## config.mk

```make
export PLATFORM = sky130hd
export DESIGN_NAME = amp_gain_ctrl
export DESIGN_NICKNAME = d
export VERILOG_FILES = /design/src/rtl/agc_pkg.sv /design/src/rtl/agc_bus_sync.sv /design/src/rtl/agc_frame_rx.sv /design/src/rtl/agc_ctrl_reg.sv /design/src/rtl/amp_gain_ctrl.sv
export SDC_FILE = /design/constraint.sdc
export NUM_CORES = 1
export LEC_CHECK = 0
export ABC_AREA = 1
export BUFFER_PORTS_ARGS = -buffer_cell sky130_fd_sc_hd__buf_2
export CAP_MARGIN = 20
export CORE_UTILIZATION = 40
export CTS_CLUSTER_SIZE = 12
export DETAILED_ROUTE_END_ITERATION = 10
export PLACE_DENSITY = 0.65
export SETUP_SLACK_MARGIN = 0.1
export SLEW_MARGIN = 20
export SYNTH_ARGS = -nofsm -noshare
export SYNTH_HDL_FRONTEND = slang
export SYNTH_SLANG_ARGS = --single-unit
```

## constraint.sdc

```tcl
create_clock -name clk -period 4.25 [get_ports clk]
set_input_delay 0 -clock clk [delete_from_list [all_inputs] [get_ports clk]]
set_output_delay 0 -clock clk [all_outputs]
set_load 0.02 [all_outputs]
```

## src/rtl/agc_pkg.sv

```systemverilog
package agc_pkg;

  localparam int BYTE_W   = 8;
  localparam int VOL_W    = 5;
  localparam int GAIN_W   = 8;
  localparam int VOL_LSB  = 3;
  localparam int RSVD_BIT = 2;
  localparam int ENA_BIT  = 1;
  localparam int ENB_BIT  = 0;

  typedef enum logic [2:0] {
    RX_IDLE,
    RX_ADDR,
    RX_AACK,
    RX_DATA,
    RX_DACK,
    RX_SKIP
  } rx_state_e;

  typedef struct packed {
    logic [VOL_W-1:0] vol;
    logic             en_a;
    logic             en_b;
  } ctrl_t;

  // Volume step to signed dB
  function automatic logic signed [GAIN_W-1:0] vol_to_db(input logic [VOL_W-1:0] code);
    logic signed [GAIN_W-1:0] r;
    int v;
    v = int'(code);
    if (v > 25) begin
      r = GAIN_W'(v - 7);
    end else if (v > 16) begin
      r = GAIN_W'(2 * (v - 16));
    end else begin
      case (code)
        5'd0:    r = -8'sd70;
        5'd1:    r = -8'sd56;
        5'd2:    r = -8'sd46;
        5'd3:    r = -8'sd38;
        5'd4:    r = -8'sd32;
        5'd5:    r = -8'sd28;
        5'd6:    r = -8'sd24;
        5'd7:    r = -8'sd21;
        5'd8:    r = -8'sd18;
        5'd9:    r = -8'sd15;
        5'd10:   r = -8'sd12;
        5'd11:   r = -8'sd10;
        5'd12:   r = -8'sd8;
        5'd13:   r = -8'sd6;
        5'd14:   r = -8'sd4;
        5'd15:   r = -8'sd2;
        default: r = 8'sd0;
      endcase
    end
    return r;
  endfunction

endpackage

```

## src/rtl/agc_bus_sync.sv

```systemverilog
module agc_bus_sync #(
  parameter int STAGES = 2
) (
  input  logic clk,
  input  logic rst_n,
  input  logic scl_in,
  input  logic sda_in,
  output logic sda_s,
  output logic scl_rise,
  output logic scl_fall,
  output logic start_evt,
  output logic stop_evt
);

  logic [STAGES-1:0] scl_pipe, sda_pipe;
  logic scl_s, scl_q, sda_q;

  always_ff @(posedge clk or negedge rst_n) begin
    if (!rst_n) begin
      scl_pipe <= '1;
      sda_pipe <= '1;
      scl_q    <= 1'b1;
      sda_q    <= 1'b1;
    end else begin
      scl_pipe <= {scl_pipe[STAGES-2:0], scl_in};
      sda_pipe <= {sda_pipe[STAGES-2:0], sda_in};
      scl_q    <= scl_pipe[STAGES-1];
      sda_q    <= sda_pipe[STAGES-1];
    end
  end

  assign scl_s     = scl_pipe[STAGES-1];
  assign sda_s     = sda_pipe[STAGES-1];
  assign scl_rise  = scl_s & ~scl_q;
  assign scl_fall  = ~scl_s & scl_q;
  assign start_evt = scl_s & scl_q & sda_q & ~sda_s;
  assign stop_evt  = scl_s & scl_q & ~sda_q & sda_s;

endmodule

```

## src/rtl/agc_frame_rx.sv

```systemverilog
module agc_frame_rx
  import agc_pkg::*;
#(
  parameter int          ADDR_W     = 7,
  parameter logic [ADDR_W-1:0] SLAVE_ADDR = 7'b1110110
) (
  input  logic              clk,
  input  logic              rst_n,
  input  logic              sda_s,
  input  logic              scl_rise,
  input  logic              scl_fall,
  input  logic              start_evt,
  input  logic              stop_evt,
  output logic              ack_drive,
  output logic              wr_stb,
  output logic [BYTE_W-1:0] wr_byte
);

  localparam int CNT_W = $clog2(BYTE_W + 1);
  localparam logic [CNT_W-1:0] FULL = CNT_W'(BYTE_W);

  rx_state_e         state;
  logic [CNT_W-1:0]  cnt;
  logic [BYTE_W-1:0] sh;
  logic              addr_ok;

  assign addr_ok = (sh == {SLAVE_ADDR, 1'b0});
  assign wr_byte = sh;

  always_ff @(posedge clk or negedge rst_n) begin
    if (!rst_n) begin
      state     <= RX_IDLE;
      cnt       <= '0;
      sh        <= '0;
      ack_drive <= 1'b0;
      wr_stb    <= 1'b0;
    end else begin
      wr_stb <= 1'b0;
      if (start_evt) begin
        state     <= RX_ADDR;
        cnt       <= '0;
        ack_drive <= 1'b0;
      end else if (stop_evt) begin
        state     <= RX_IDLE;
        ack_drive <= 1'b0;
      end else begin
        case (state)
          RX_ADDR, RX_DATA: begin
            if (scl_rise && cnt != FULL) begin
              sh  <= {sh[BYTE_W-2:0], sda_s};
              cnt <= cnt + 1'b1;
            end else if (scl_fall && cnt == FULL) begin
              if (state == RX_DATA) begin
                ack_drive <= 1'b1;
                state     <= RX_DACK;
              end else if (addr_ok) begin
                ack_drive <= 1'b1;
                state     <= RX_AACK;
              end else begin
                state <= RX_SKIP;
              end
            end
          end
          RX_AACK: begin
            if (scl_fall) begin
              ack_drive <= 1'b0;
              cnt       <= '0;
              state     <= RX_DATA;
            end
          end
          RX_DACK: begin
            if (scl_fall) begin
              ack_drive <= 1'b0;
              wr_stb    <= 1'b1;
              state     <= RX_SKIP;
            end
          end
          default: ;
        endcase
      end
    end
  end

endmodule

```

## src/rtl/agc_ctrl_reg.sv

```systemverilog
module agc_ctrl_reg
  import agc_pkg::*;
(
  input  logic                     clk,
  input  logic                     rst_n,
  input  logic                     wr_stb,
  input  logic [BYTE_W-1:0]        wr_byte,
  output ctrl_t                    ctrl_q,
  output logic signed [GAIN_W-1:0] gain_q
);

  logic unused_rsvd;
  assign unused_rsvd = wr_byte[RSVD_BIT];

  always_ff @(posedge clk or negedge rst_n) begin
    if (!rst_n) begin
      ctrl_q <= '0;
      gain_q <= vol_to_db('0);
    end else begin
      if (wr_stb) begin
        ctrl_q.vol  <= wr_byte[VOL_LSB +: VOL_W];
        ctrl_q.en_a <= wr_byte[ENA_BIT];
        ctrl_q.en_b <= wr_byte[ENB_BIT];
      end
      gain_q <= vol_to_db(ctrl_q.vol);
    end
  end

endmodule

```

## src/rtl/amp_gain_ctrl.sv

```systemverilog
module amp_gain_ctrl
  import agc_pkg::*;
#(
  parameter logic [6:0] SLAVE_ADDR  = 7'b1110110,
  parameter int         SYNC_STAGES = 2
) (
  input  logic                     clk,
  input  logic                     hard_rst_n,
  input  logic                     scl_in,
  input  logic                     sda_in,
  output logic                     sda_pull,
  output logic [VOL_W-1:0]         vol_code,
  output logic                     en_a,
  output logic                     en_b,
  output logic                     shutdown,
  output logic signed [GAIN_W-1:0] gain_db
);

  // Named internal events, observed by the bound checker
  logic              sda_s, scl_rise, scl_fall, start_evt, stop_evt;
  logic              ack_drive, wr_stb;
  logic [BYTE_W-1:0] wr_byte;
  ctrl_t             ctrl_q;

  agc_bus_sync #(.STAGES(SYNC_STAGES)) u_sync (
    .clk       (clk),
    .rst_n     (hard_rst_n),
    .scl_in    (scl_in),
    .sda_in    (sda_in),
    .sda_s     (sda_s),
    .scl_rise  (scl_rise),
    .scl_fall  (scl_fall),
    .start_evt (start_evt),
    .stop_evt  (stop_evt)
  );

  agc_frame_rx #(.ADDR_W(7), .SLAVE_ADDR(SLAVE_ADDR)) u_rx (
    .clk       (clk),
    .rst_n     (hard_rst_n),
    .sda_s     (sda_s),
    .scl_rise  (scl_rise),
    .scl_fall  (scl_fall),
    .start_evt (start_evt),
    .stop_evt  (stop_evt),
    .ack_drive (ack_drive),
    .wr_stb    (wr_stb),
    .wr_byte   (wr_byte)
  );

  agc_ctrl_reg u_reg (
    .clk     (clk),
    .rst_n   (hard_rst_n),
    .wr_stb  (wr_stb),
    .wr_byte (wr_byte),
    .ctrl_q  (ctrl_q),
    .gain_q  (gain_db)
  );

  assign sda_pull = ack_drive;
  assign vol_code = ctrl_q.vol;
  assign en_a     = ctrl_q.en_a;
  assign en_b     = ctrl_q.en_b;
  assign shutdown = ~(ctrl_q.en_a | ctrl_q.en_b);

endmodule

```

### After elaboration in Yosys (flattened, before gate mapping)

Memories as Yosys holds them, arrays and structs flattened.
Index checks and enable logic that the tools add are counted.

* flip-flop bits (word level): 38
* ROM bits: 112
* bits of input ports: 4
* output and inout bits: 17
* logic and storage cells: 90
* memories: 1

Memories
* (no name shown): words 16, width 7, rd ports 1, clocked after memory_dff 0, wr ports 0, RTL line agc_pkg.sv:36 `case (code)`

* add/subtract/negate cells: 3
* magnitude comparators: 2
* equality and inequality tests: 16
* mux-type cells: 29
* bitwise operators: 15
* reduce and logical (&&, ||, !) cells: 11

Operators by type and width (number)
* 2-to-1 mux 3 bit: 8
* 2-to-1 mux 8 bit: 3
* 2-to-1 mux 4 bit: 4
* != test 4 x 3 -> 1 bit (second input constant): 3
* 2-to-1 mux 1 bit: 11
* > comparator 5 bit (second input constant): 2
* AND reduction 5 bit: 2
* one-hot mux 3 bit (3 select lines): 1
* equality test 8 bit (second input constant): 1
* != test 4 bit (second input constant): 2
* one-hot mux 4 bit (2 select lines): 1
* AND reduction 4 bit: 2
* AND 1 bit: 7
* NOT 1 bit: 7
* equality test 3 x 2 -> 1 bit (second input constant): 2
* != test 3 x 2 -> 1 bit (second input constant): 2
* subtractor 5 x 3 -> 6 bit (second input constant): 1
* subtractor 5 x 5 -> 6 bit (second input constant): 1
* != test 5 x 3 -> 1 bit (second input constant): 1
* nonzero test 5 bit: 1
* adder 4 x 1 -> 4 bit (second input constant): 1
* equality test 4 bit (second input constant): 1
* != test 4 x 1 -> 1 bit (second input constant): 1
* nonzero test 4 bit: 1
* 8 further kinds: 10

### Depth between registers and ports, before layout

Gate-level depths: netlist of run 1.

* depth after elaboration: 8
* depth in mapped cells: 12

### Hierarchy

A second synthesis of run 1 with hierarchy kept.

* cells, all modules: 232
* area, all modules: 2000.7 um^2

Modules (own cells, without submodules)
* agc_frame_rx: instances 1, cells an instance 127, area an instance 1007.2 um^2, sequential area each 425.4 um^2
* agc_ctrl_reg: instances 1, cells an instance 87, area an instance 790.8 um^2, sequential area each 381.6 um^2
* agc_bus_sync: instances 1, cells an instance 17, area an instance 198.9 um^2, sequential area each 157.7 um^2
* amp_gain_ctrl: instances 1, cells an instance 1, area an instance 3.8 um^2, sequential area each 0.0 um^2

### Least setup slack after synthesis of run 1

Ideal clock, no wire load.

* path type: register to register
* start: reg, netlist name u_reg.ctrl_q[2]
* end: reg u_reg.gain_q[1]
* library setup time: 86 ps
* arrival: 1400 ps
* data required time: 4164 ps
* setup slack: 2764 ps
* stages on the path, launching flop included: 8
* buffers on the path: 0
* period minus slack after synthesis: 1486 ps
* cells stage by stage: dfrtp_1 > inv_1 > ha_1 > nand3_1 > o2111ai_1 > o21ai_0 > nand2_1 > o21ai_0

* longest elaborated chain between the ends: 4

RTL lines
* memory (16 x 7 bit)
* 2-to-1 mux 8 bit: RTL line agc_pkg.sv:36
* 2-to-1 mux 8 bit: RTL line agc_pkg.sv:33 `end else if (v > 16) begin`
* 2-to-1 mux 8 bit *: RTL line agc_pkg.sv:31 `if (v > 25) begin`
* to (signal assigned): RTL line agc_ctrl_reg.sv:18 `gain_q <= vol_to_db('0);`
* to (signal assigned): RTL line agc_ctrl_reg.sv:25 `gain_q <= vol_to_db(ctrl_q.vol);`
* to (decl): RTL line agc_ctrl_reg.sv:9 `output logic signed [GAIN_W-1:0] gain_q`

Mark *: on every way between the ends. The rest lies on a longest branch, timed or not.
A chain may end at the register's enable or synchronous reset.

### Final worst setup path of run 1

* start: reg u_rx.cnt[0]
* end: reg u_rx.cnt[0]

* longest elaborated chain between the ends: 5

RTL lines
* from (decl): RTL line agc_frame_rx.sv:23 `logic [CNT_W-1:0] cnt;`
* from (signal assigned): RTL line agc_frame_rx.sv:51 `cnt <= cnt + 1'b1;`
* adder 4 x 1 -> 4 bit: RTL line agc_frame_rx.sv:51
* 2-to-1 mux 4 bit: RTL line agc_frame_rx.sv:49 `if (scl_rise && cnt != FULL) begin`
* one-hot mux 4 bit (2 select lines): RTL line agc_frame_rx.sv:47 `case (state)`
* 2-to-1 mux 4 bit: RTL line agc_frame_rx.sv:43 `end else if (stop_evt) begin`
* 2-to-1 mux 4 bit: RTL line agc_frame_rx.sv:39 `if (start_evt) begin`

Parallel ways exist; a longest one is shown, timed or not. The select of a mux whose other input is x is not followed.

==> flow_summary.ini, run 1 <==
[status]
outcome = finished with violations
violations = design-rule violations

[grt]
grt_usage_pct = 15.6
grt_pass1_vias = 1324
grt_pass1_wl_microns = 5930
antenna_found_initial = 0
gr-total-overflow = 0
grt_max_degree = 39

[worst_setup_path]
crit_type = flop to flop
crit_required_ns = 4.42
cp-end-kind = flop
arrival_ns = 1.81
critPathMaxFanout = 16
startpoint_type = flop

[clock_tree]
cts_num_sinks = 38
hold_buffers = 3
clk_pin_slew_ns = 0.07
clockBufferDepth = 2
cts_buffers = 5
ctsResizeCount = 0
ctsRootBufferMaster = clkbuf_8
postCtsSetupBuffers = 0
cts_tree = built
clk_latency_ns = 0.29
htreeDepth = 2

[yosys]
synth-edff-count = 0
syn_inst = 220
post_synth_and_or_nand_nor_area_fraction_pct = 24.6
synthXorXnorAreaFrac_pct = 0.931
synthArstFlopShare_pct = 100
synthesis.nets = 233
ys_warn_count = 0
synth_seq_area_share_pct = 51.3
ys_types = 27
synth_compound_gate_area_share_pct = 10.6
synth_area_per_cell_sq_um = 8.55
synthMuxAreaShare_pct = 0.598
synth_top_family_by_area = simple AND/OR/NAND/NOR gates
synthAdderAreaFrac_pct = 5.98
ys.flop_type = dfrtp_1
ys_seq_elements = 38
synth_area_sq_um = 1880

[drt]
ant_nets = 0
vias = 1455
avgViaCountPerCell = 4.85
drc_errors = 8
drtPass1Iterations = 8
wl_per_cell_microns = 11.0
drt_iter0_markers = 100
drt_wl_total_microns = 3290

[floorplan]
die_height_microns = 70.6
die_x_microns = 70.6
row_count = 24
core_area_sq_um = 4440
pin_count = 21
start_util_pct = 42.3
dieArea_sq_um = 4980

[timing]
finalCritPeriodShare_pct = 38.7
skew_ns = 0.00269
fmax_mhz = 607
fin_ws_ns = 2.60
rsz0062_at_grt = false
slew_headroom_pct = 46.1
final-max-slew-violation-count = 0
setup_violations = 0
tightestPinTransition_ns = 0.809
post-route-min-period_ns = 1.65
finalSetupTns_ns = 0
hold_violations = 0

[layout]
layout_commonest_cell = nand2_1
antenna-diode-count = 0
syn_to_final_growth_pct = 14.6
fin_nets = 260
final.fill_count = 430
drive_gt1_share_pct = 21.0
final_cell_mix = 51 x nand2_1, 27 x dfrtp_1, 24 x inv_1, 23 x o21ai_0, 22 x nor2_1

[pwr]
leakage_nw = 1.10
power_density_nw_per_um2 = 700
peakVddDrop_uv = 281

[place]
hpwl_microns = 2400
portBuffers = 20
finalWeightedCongestion = 0.864
place_ws_ns = 2.61

[hold_path]
hold_path_class = input pin to async pin

[job]
cap_violations = 0
synthesized netlist by cell type (2+ instances only):
library cell | count | area [sq um]
nand2_1 | 51 | 191
dfrtp_1 | 27 | 676
inv_1 | 24 | 90.1
o21ai_0 | 23 | 115
nor2_1 | 22 | 82.6
nand3_1 | 12 | 60.1
dfstp_2 | 11 | 289
ha_1 | 9 | 113
a21oi_1 | 7 | 35.0
nand4_1 | 5 | 31.3
nand2_2 | 4 | 25.0
a31oi_1 | 3 | 18.8
nor2_2 | 3 | 18.8
clkbuf_1 | 2 | 7.51
inv_2 | 2 | 7.51
nor2_4 | 2 | 22.5
nor3_1 | 2 | 10.0
xor2_1 | 2 | 17.5
state kept, by name, summed over array words and instances, names as in the netlist:
register	cells
u_sync.scl_q	1
u_rx.ack_drive	1
u_rx.cnt	4
u_sync.sda_q	1
u_reg.ctrl_q	7
u_rx.wr_byte	8
u_rx.wr_stb	1
u_sync.sda_pipe	2
u_rx.state	3
u_reg.gain_q	8
u_sync.scl_pipe	2
worst max-delay path: stages (launching register included):
cell	delay, ns
dfrtp_1	0.40
inv_1	0.06
ha_1	0.19
nand2_1	0.06
nor2_1	0.05
nor2_2	0.15
nand2_2	0.18
nand2_1	0.12
inv_1	0.04
nor2_1	0.18
a21oi_1	0.09
metrics by stage:
stage | util, % | cells | hold WS (ns) | cell area (sq um) | power (mW)
2_1_floorplan | - | 220 | -0.296 | 1880 | 1.10
3_3_place_gp | 45.8 | 289 | 0.110 | 2030 | 1.25
3_5_place_dp | 45.8 | 289 | 0.109 | 2030 | 1.27
4_1_cts | 48.5 | 300 | 0.344 | 2160 | 1.53
5_1_grt | 48.5 | 300 | 0.364 | 2160 | 1.65
6_report | 48.5 | 300 | 0.336 | 2160 | 1.51
area by class of cell:
| class | instances | area [sq um] | share of cell area [%] |
|---|---|---|---|
| Clock buffer | 7 | 86.3 | 4.00 |
| Sequential cell | 38 | 965 | 44.7 |
| Tap cell | 52 | 65.1 | 3.02 |
| Clock inverter | 1 | 5.00 | 0.232 |
| Timing Repair Buffer | 23 | 130 | 6.04 |
| Multi-Input combinational cell | 152 | 803 | 37.3 |
| Inverter | 27 | 101 | 4.70 |
routing by layer:
metal  GRT usage, %  share of wire (%)  routed length, microns
met3           3.70                3.5                     115
met1           19.1                 48                    1570
met4           9.33                2.3                      76
met5              0                  0                       0
met2           25.1                 46                    1530
final timing paths:
kind                       slack [ns]          startpoint  depth (start not counted)                  to
max reg2reg                      2.60         u_rx.cnt[0]                         10         u_rx.cnt[0]
max in group asynchronous        3.40          hard_rst_n                          2         u_rx.cnt[3]
max                              2.60         u_rx.cnt[0]                         10         u_rx.cnt[0]
min                              0.34          hard_rst_n                          2     u_reg.gain_q[2]
min in group clk                 0.36  u_sync.sda_pipe[0]                          0  u_sync.sda_pipe[1]
min reg2reg                      0.36  u_sync.sda_pipe[0]                          0  u_sync.sda_pipe[1]
where the power goes:
group / switching (mW) / internal [mW]
Sequential: 0.119 / 0.516
Combinational: 0.401 / 0.220
Clock: 0.123 / 0.131
kinds of logic (layout without fill, tap and decap cells):
logic type                 Yosys count  after routing
and+or+nand+nor                    103            103
DFF                                 38             38
AOI/OAI and AO/OA                   37             37
buffers and inverters               30             58
muxes                                1              1
adders and majority gates            9              9
xor gates and xnor gates             2              2
No activity file was read; power rests on OpenSTA's default activity.
==> run 2: changes to the inputs <==
Settings changed: ABC_AREA 1 to 0, PLACE_DENSITY 0.65 to 0.67.
Clock period 4.25 ns to 1.3 ns, I/O delays scaled along.
==> run 2 against run 1 <==
Effect of this change: the run ends with negative setup slack left; synthesized area rose by 5.2%; worst hold slack got worse by 0.17 ns; first-iteration DRC count decreased by 48%; routed wire length is 35% higher; critical path depth is 4 lower; fmax grew 7.8%; clock skew up 0.0063 ns; via count grew 10%; synthesized cell count down 22%; die area increased by 5.0%; sequential power grew to 2.6 times the previous value.
==> flow_summary.ini, run 2 <==
[worst_setup_path]
path_cells = buf_6 > xnor2_4 > o22ai_4 > buf_4 > a311oi_2 > a21oi_1
crit_required_ns = 1.46
critPathMaxFanout = 5
r2r-end = u_rx.state[2]
arrival_ns = 1.69
r2r-start = u_rx.state[2]
critical-path-top-delay-family = flip-flops
crit_path_top_delay_cell = dfrtp_2
startpoint_type = flop
rr_worst_depth = 6
cp-end-kind = flop
critPathBufInv = 2
r2r_slack_ns = -0.23
crit_type = flop to flop
slowest_delay_ns = 0.45

[drt]
drt_wl_total_microns = 4440
drt_iter0_markers = 52
wl_per_cell_microns = 14.3
drtPass1Iterations = 4
drc_errors = 0
vias = 1605
avgViaCountPerCell = 5.16
ant_nets = 0

[grt]
antenna_found_initial = 0
grt_pass1_vias = 1538
grt_usage_pct = 18.0
grt_pass1_wl_microns = 7070
gr-total-overflow = 0
grt_max_degree = 24

[layout]
syn_to_final_growth_pct = 48.6
final_cell_mix = 38 x buf_4, 21 x dfrtp_1, 18 x buf_2, 11 x buf_6, 11 x dfstp_2
layout_commonest_cell = buf_4
fin_nets = 256
final.fill_count = 397
antenna-diode-count = 0
drive_gt1_share_pct = 59.4

[timing]
slew_headroom_pct = 73.4
tightestPinTransition_ns = 0.399
skew_ns = 0.00897
hold_violations = 0
fmax_mhz = 655
fin_ws_ns = -0.227
timing.hold.ws_ns = 0.171
rsz0062_at_grt = true
finalCritPeriodShare_pct = 117
setup_violations = 20
final-max-slew-violation-count = 0
post-route-min-period_ns = 1.53

[pwr]
power_frac_seq_pct = 40.4
internal_power_mw = 2.78
power.share.combinational_pct = 39.0
leakage_nw = 1.32
clkPwrFrac_pct = 20.6
p_sw_mw = 1.28
power.share.switching_pct = 31.4
power_density_nw_per_um2 = 1380
peakVddDrop_uv = 640

[yosys]
synth_area_sq_um = 1980
syn_inst = 172
synth-edff-count = 0
yosys-top-cells-count = 27 x dfrtp_1, 11 x dfstp_2, 11 x nand2_1, 9 x ha_1, 8 x nor2_1
synth_area_per_cell_sq_um = 11.5
ys_warn_count = 0
synth_top_area_share_pct = 34.1
synthesis.nets = 185
synth_most_common_cell = dfrtp_1
synthArstFlopShare_pct = 100
ys.flop_type = dfrtp_1
synth_area_leaders = dfrtp_1 34%, dfstp_2 15%, ha_1 5.7%
synth_area_leader_cell = dfrtp_1
ys_types = 55
synth_seq_area_share_pct = 48.7
ys_seq_elements = 38

[floorplan]
row_count = 25
core_area_sq_um = 4750
die_height_microns = 72.3
dieArea_sq_um = 5230
pin_count = 21
die_x_microns = 72.3
start_util_pct = 41.6

[hold_path]
hold_path_class = input pin to async pin

[place]
portBuffers = 20
hpwl_microns = 2910
place_ws_ns = -0.174
finalWeightedCongestion = 0.839

[clock_tree]
clk_pin_slew_ns = 0.07
clockBufferDepth = 2
htreeDepth = 2
cts_tree = built
clk_latency_ns = 0.29
cts_buffers = 5
ctsRootBufferMaster = clkbuf_8
cts_num_sinks = 38

[status]
outcome = finished with violations
violations = negative setup slack

[job]
cap_violations = 0
-- run 2: cell types whose count changed in the layout (fill, tap and decap cells not counted), sizes merged, moves of 4 or more --
cell / change
nand2b: +4
mux2: +11
inv: -18
nand3: -10
buf: +49
nand3b: +4
nor2b: +4
nand2: -45
o22ai: +5
o21ai: -16
nand4: -4
nor2: -19
-- run 2: kinds of logic after synthesis --
group	Yosys count	synth area share, %
and+or+nand+nor	51	15.3
AOI/OAI and AO/OA	42	15.9
DFF	38	48.7
buffers and inverters	16	4.05
muxes	12	8.15
adders and majority gates	9	5.69
xor gates and xnor gates	4	2.15
-- run 2: what timing repair did --
action | in CTS | in global routing
pin swaps | 9 | 15
endpoints found under the setup margin | 22 | 23
resized for setup | 21 | 33
hold endpoints to repair | 32 | 0
hold buffers | 3 | 0
setup buffers | 2 | 6
-- run 2: worst max-delay path by stage --
stage	startpoint	to	slack [ns]	cells after the start
floorplan	u_reg.ctrl_q[3]	u_reg.gain_q[1]	-0.19	6
global placement	u_rx.state[0]	u_rx.cnt[0]	-0.15	4
detailed placement	u_sync.scl_q	u_rx.wr_byte[4]	-0.17	3
CTS	u_rx.cnt[0]	u_rx.ack_drive	-0.18	6
global route	u_rx.state[2]	u_rx.state[2]	-0.27	6
finish	u_rx.state[2]	u_rx.state[2]	-0.23	6
-- run 2: power by group through the flow --
stage | Sequential (mW) | Combinational, mW | Clock, mW
after floorplan | 1.81 | 0.606 | 0
after global placement | 1.64 | 1.33 | 0
after detailed placement | 1.65 | 1.37 | 0
after CTS | 1.63 | 1.46 | 0.864
after global routing | 1.67 | 1.72 | 0.911
final | 1.64 | 1.58 | 0.835
-- run 2: cell type report --
class                      instances  area, sq um  share of cell area, %
timing repair buffer              72          569                   19.4
tap                               67         83.8                   2.85
sequential                        38          972                   33.0
clock buffer                       8         90.1                   3.06
inverter                           8         40.0                   1.36
multi-input combinational        118         1190                   40.3
-- run 2: per-layer routing --
| metal | routed length [microns] | share of wire (%) | track usage (%) |
|---|---|---|---|
| met1 | 1890 | 43 | 21.2 |
| met2 | 2350 | 53 | 31.0 |
| met3 | 135 | 3.0 | 4.72 |
| met4 | 68 | 1.5 | 7.19 |
| met5 | 0 | 0 | 0 |
-- run 2: through the flow --
stage / total power [mW] / instance area [sq um] / utilization (%) / instances / TNS, ns
floorplan: 2.41 / 2060 / - / 172 / -1.63
global placement: 2.98 / 2520 / 53.0 / 292 / -2.31
detailed placement: 3.02 / 2520 / 53.0 / 292 / -2.81
CTS: 3.96 / 2750 / 57.8 / 305 / -2.41
global route: 4.30 / 2940 / 61.9 / 311 / -3.54
finish: 4.06 / 2940 / 61.9 / 311 / -2.55
==> run 3: changes to the inputs <==
Settings changed: RECOVER_POWER set to 50.
==> run 3 against run 2 <==
Effect of this change: the run still ends with negative setup slack left; power down 0.10%; sequential power hardly changed; cell count is the same; critical endpoint unchanged; largest cell class unchanged; highest routed layer unchanged.
==> flow_summary.ini, run 3 (same netlist as run 2, synthesis figures left out) <==
[timing]
tightestPinTransition_ns = 0.877
finalCritPeriodShare_pct = 117
hold_violations = 0
final-max-slew-violation-count = 0
post-route-min-period_ns = 1.53
setup_violations = 20
slew_headroom_pct = 41.6
timing.hold.ws_ns = 0.347
skew_ns = 0.00777
rsz0062_at_grt = true
fmax_mhz = 655
fin_ws_ns = -0.227

[drt]
ant_nets = 0
drtPass1Iterations = 4
wl_per_cell_microns = 14.3
drt_wl_total_microns = 4440
drc_errors = 0
avgViaCountPerCell = 5.16
drt_iter0_markers = 62
vias = 1605

[layout]
fin_util_pct = 61.6
syn_to_final_growth_pct = 47.9
drive_gt1_share_pct = 59.0
layout_commonest_cell = buf_4
instances_no_fill = 311
fin_nets = 256
final_cell_mix = 39 x buf_4, 21 x dfrtp_1, 17 x buf_2, 11 x buf_6, 11 x dfstp_2
antenna-diode-count = 0

[worst_setup_path]
critPathMaxFanout = 5
path_cells = buf_6 > xnor2_4 > o22ai_4 > buf_4 > a311oi_2 > a21oi_1
cp-end-kind = flop
startpoint_type = flop
arrival_ns = 1.69
crit_type = flop to flop
crit_required_ns = 1.46
slowest_delay_ns = 0.45
rr_worst_depth = 6
crit_path_top_delay_cell = dfrtp_2

[place]
place_ws_ns = -0.174
portBuffers = 20
finalWeightedCongestion = 0.839
hpwl_microns = 2910
dp.cells = 292

[floorplan]
start_util_pct = 41.6
die_height_microns = 72.3
row_count = 25
dieArea_sq_um = 5230
die_x_microns = 72.3
core_area_sq_um = 4750
pin_count = 21

[grt]
grt_usage_pct = 18.0
gr-total-overflow = 0
grt_pass1_wl_microns = 7070
grt_max_degree = 24
antenna_found_initial = 0
grt_pass1_vias = 1538

[clock_tree]
ctsRootBufferMaster = clkbuf_8
cts_num_sinks = 38
cts_tree = built
clk_latency_ns = 0.29
clockBufferDepth = 2
htreeDepth = 2
cts_buffers = 5
clk_pin_slew_ns = 0.07

[job]
cap_violations = 0

[status]
outcome = finished with violations
violations = negative setup slack

[pwr]
power_density_nw_per_um2 = 1380
leakage_nw = 1.32
peakVddDrop_uv = 640

[hold_path]
hold_path_class = input pin to async pin
==> run 3: cell types whose count changed in the layout (fill, tap and decap cells not counted), sizes merged <==
cell,delta
buf,-1
clkbuf,+1
==> run 3: final timing paths <==
path / start / to / slack (ns)
worst min register to register: u_sync.sda_pipe[0] / u_sync.sda_pipe[1] / 0.36
max in group asynchronous: hard_rst_n / u_sync.sda_pipe[0] / 0.07
min in group clk: scl_in / u_sync.scl_pipe[0] / 0.35
worst min-delay path: hard_rst_n / u_reg.ctrl_q[6] / 0.35
worst max register to register: u_rx.state[2] / u_rx.state[2] / -0.23
worst max-delay path: u_rx.state[2] / u_rx.state[2] / -0.23
==> run 3: stage by stage <==
stage / cell area (sq um) / setup TNS, ns / total power, mW
floorplan: 2060 / -1.63 / 2.41
global placement: 2520 / -2.31 / 2.98
detailed placement: 2520 / -2.81 / 3.02
CTS: 2750 / -2.41 / 3.96
global route: 2930 / -5.87 / 4.30
finish: 2930 / -2.54 / 4.05
==> run 3: metal layers <==
layer / GRT usage, % / up-vias / share of wire, %
li1: - / 766 / -
met5: 0 / - / 0
met2: 31.0 / 27 / 53
met4: 7.19 / 0 / 1.5
met3: 4.72 / 7 / 3.0
met1: 21.2 / 805 / 42
==> run 3: power by group <==
part / total (mW) / internal, mW / switching [mW]
logic: 1.58 / 0.866 / 0.711
clock network: 0.837 / 0.433 / 0.405
registers: 1.64 / 1.48 / 0.160
==> run 3: area by class of cell <==
cell class                      count  area (sq um)
Clock buffer                        8          90.1
Inverter                            8          40.0
Fill cell                         398          1830
Tap cell                           67          83.8
Multi-Input combinational cell    118          1190
Sequential cell                    38           972
Timing Repair Buffer               72           556
==> run 3: worst max-delay path, delay by kind of cell (launching register included) <==
family / cells / cell delay [ns]
flops: 1 / 0.45
compound gates: 3 / 0.45
buf+inv: 2 / 0.31
xor+xnor: 1 / 0.20
==> run 3: what timing repair did <==
action / 4_1_cts / 5_1_grt
hold endpoints to repair: 32 / 0
pin swaps: 9 / 15
gates cloned: 0 / 0
buffers inserted: 2 / 6
gates resized for setup: 21 / 33
hold buffers: 3 / 0
setup endpoints to repair: 22 / 23
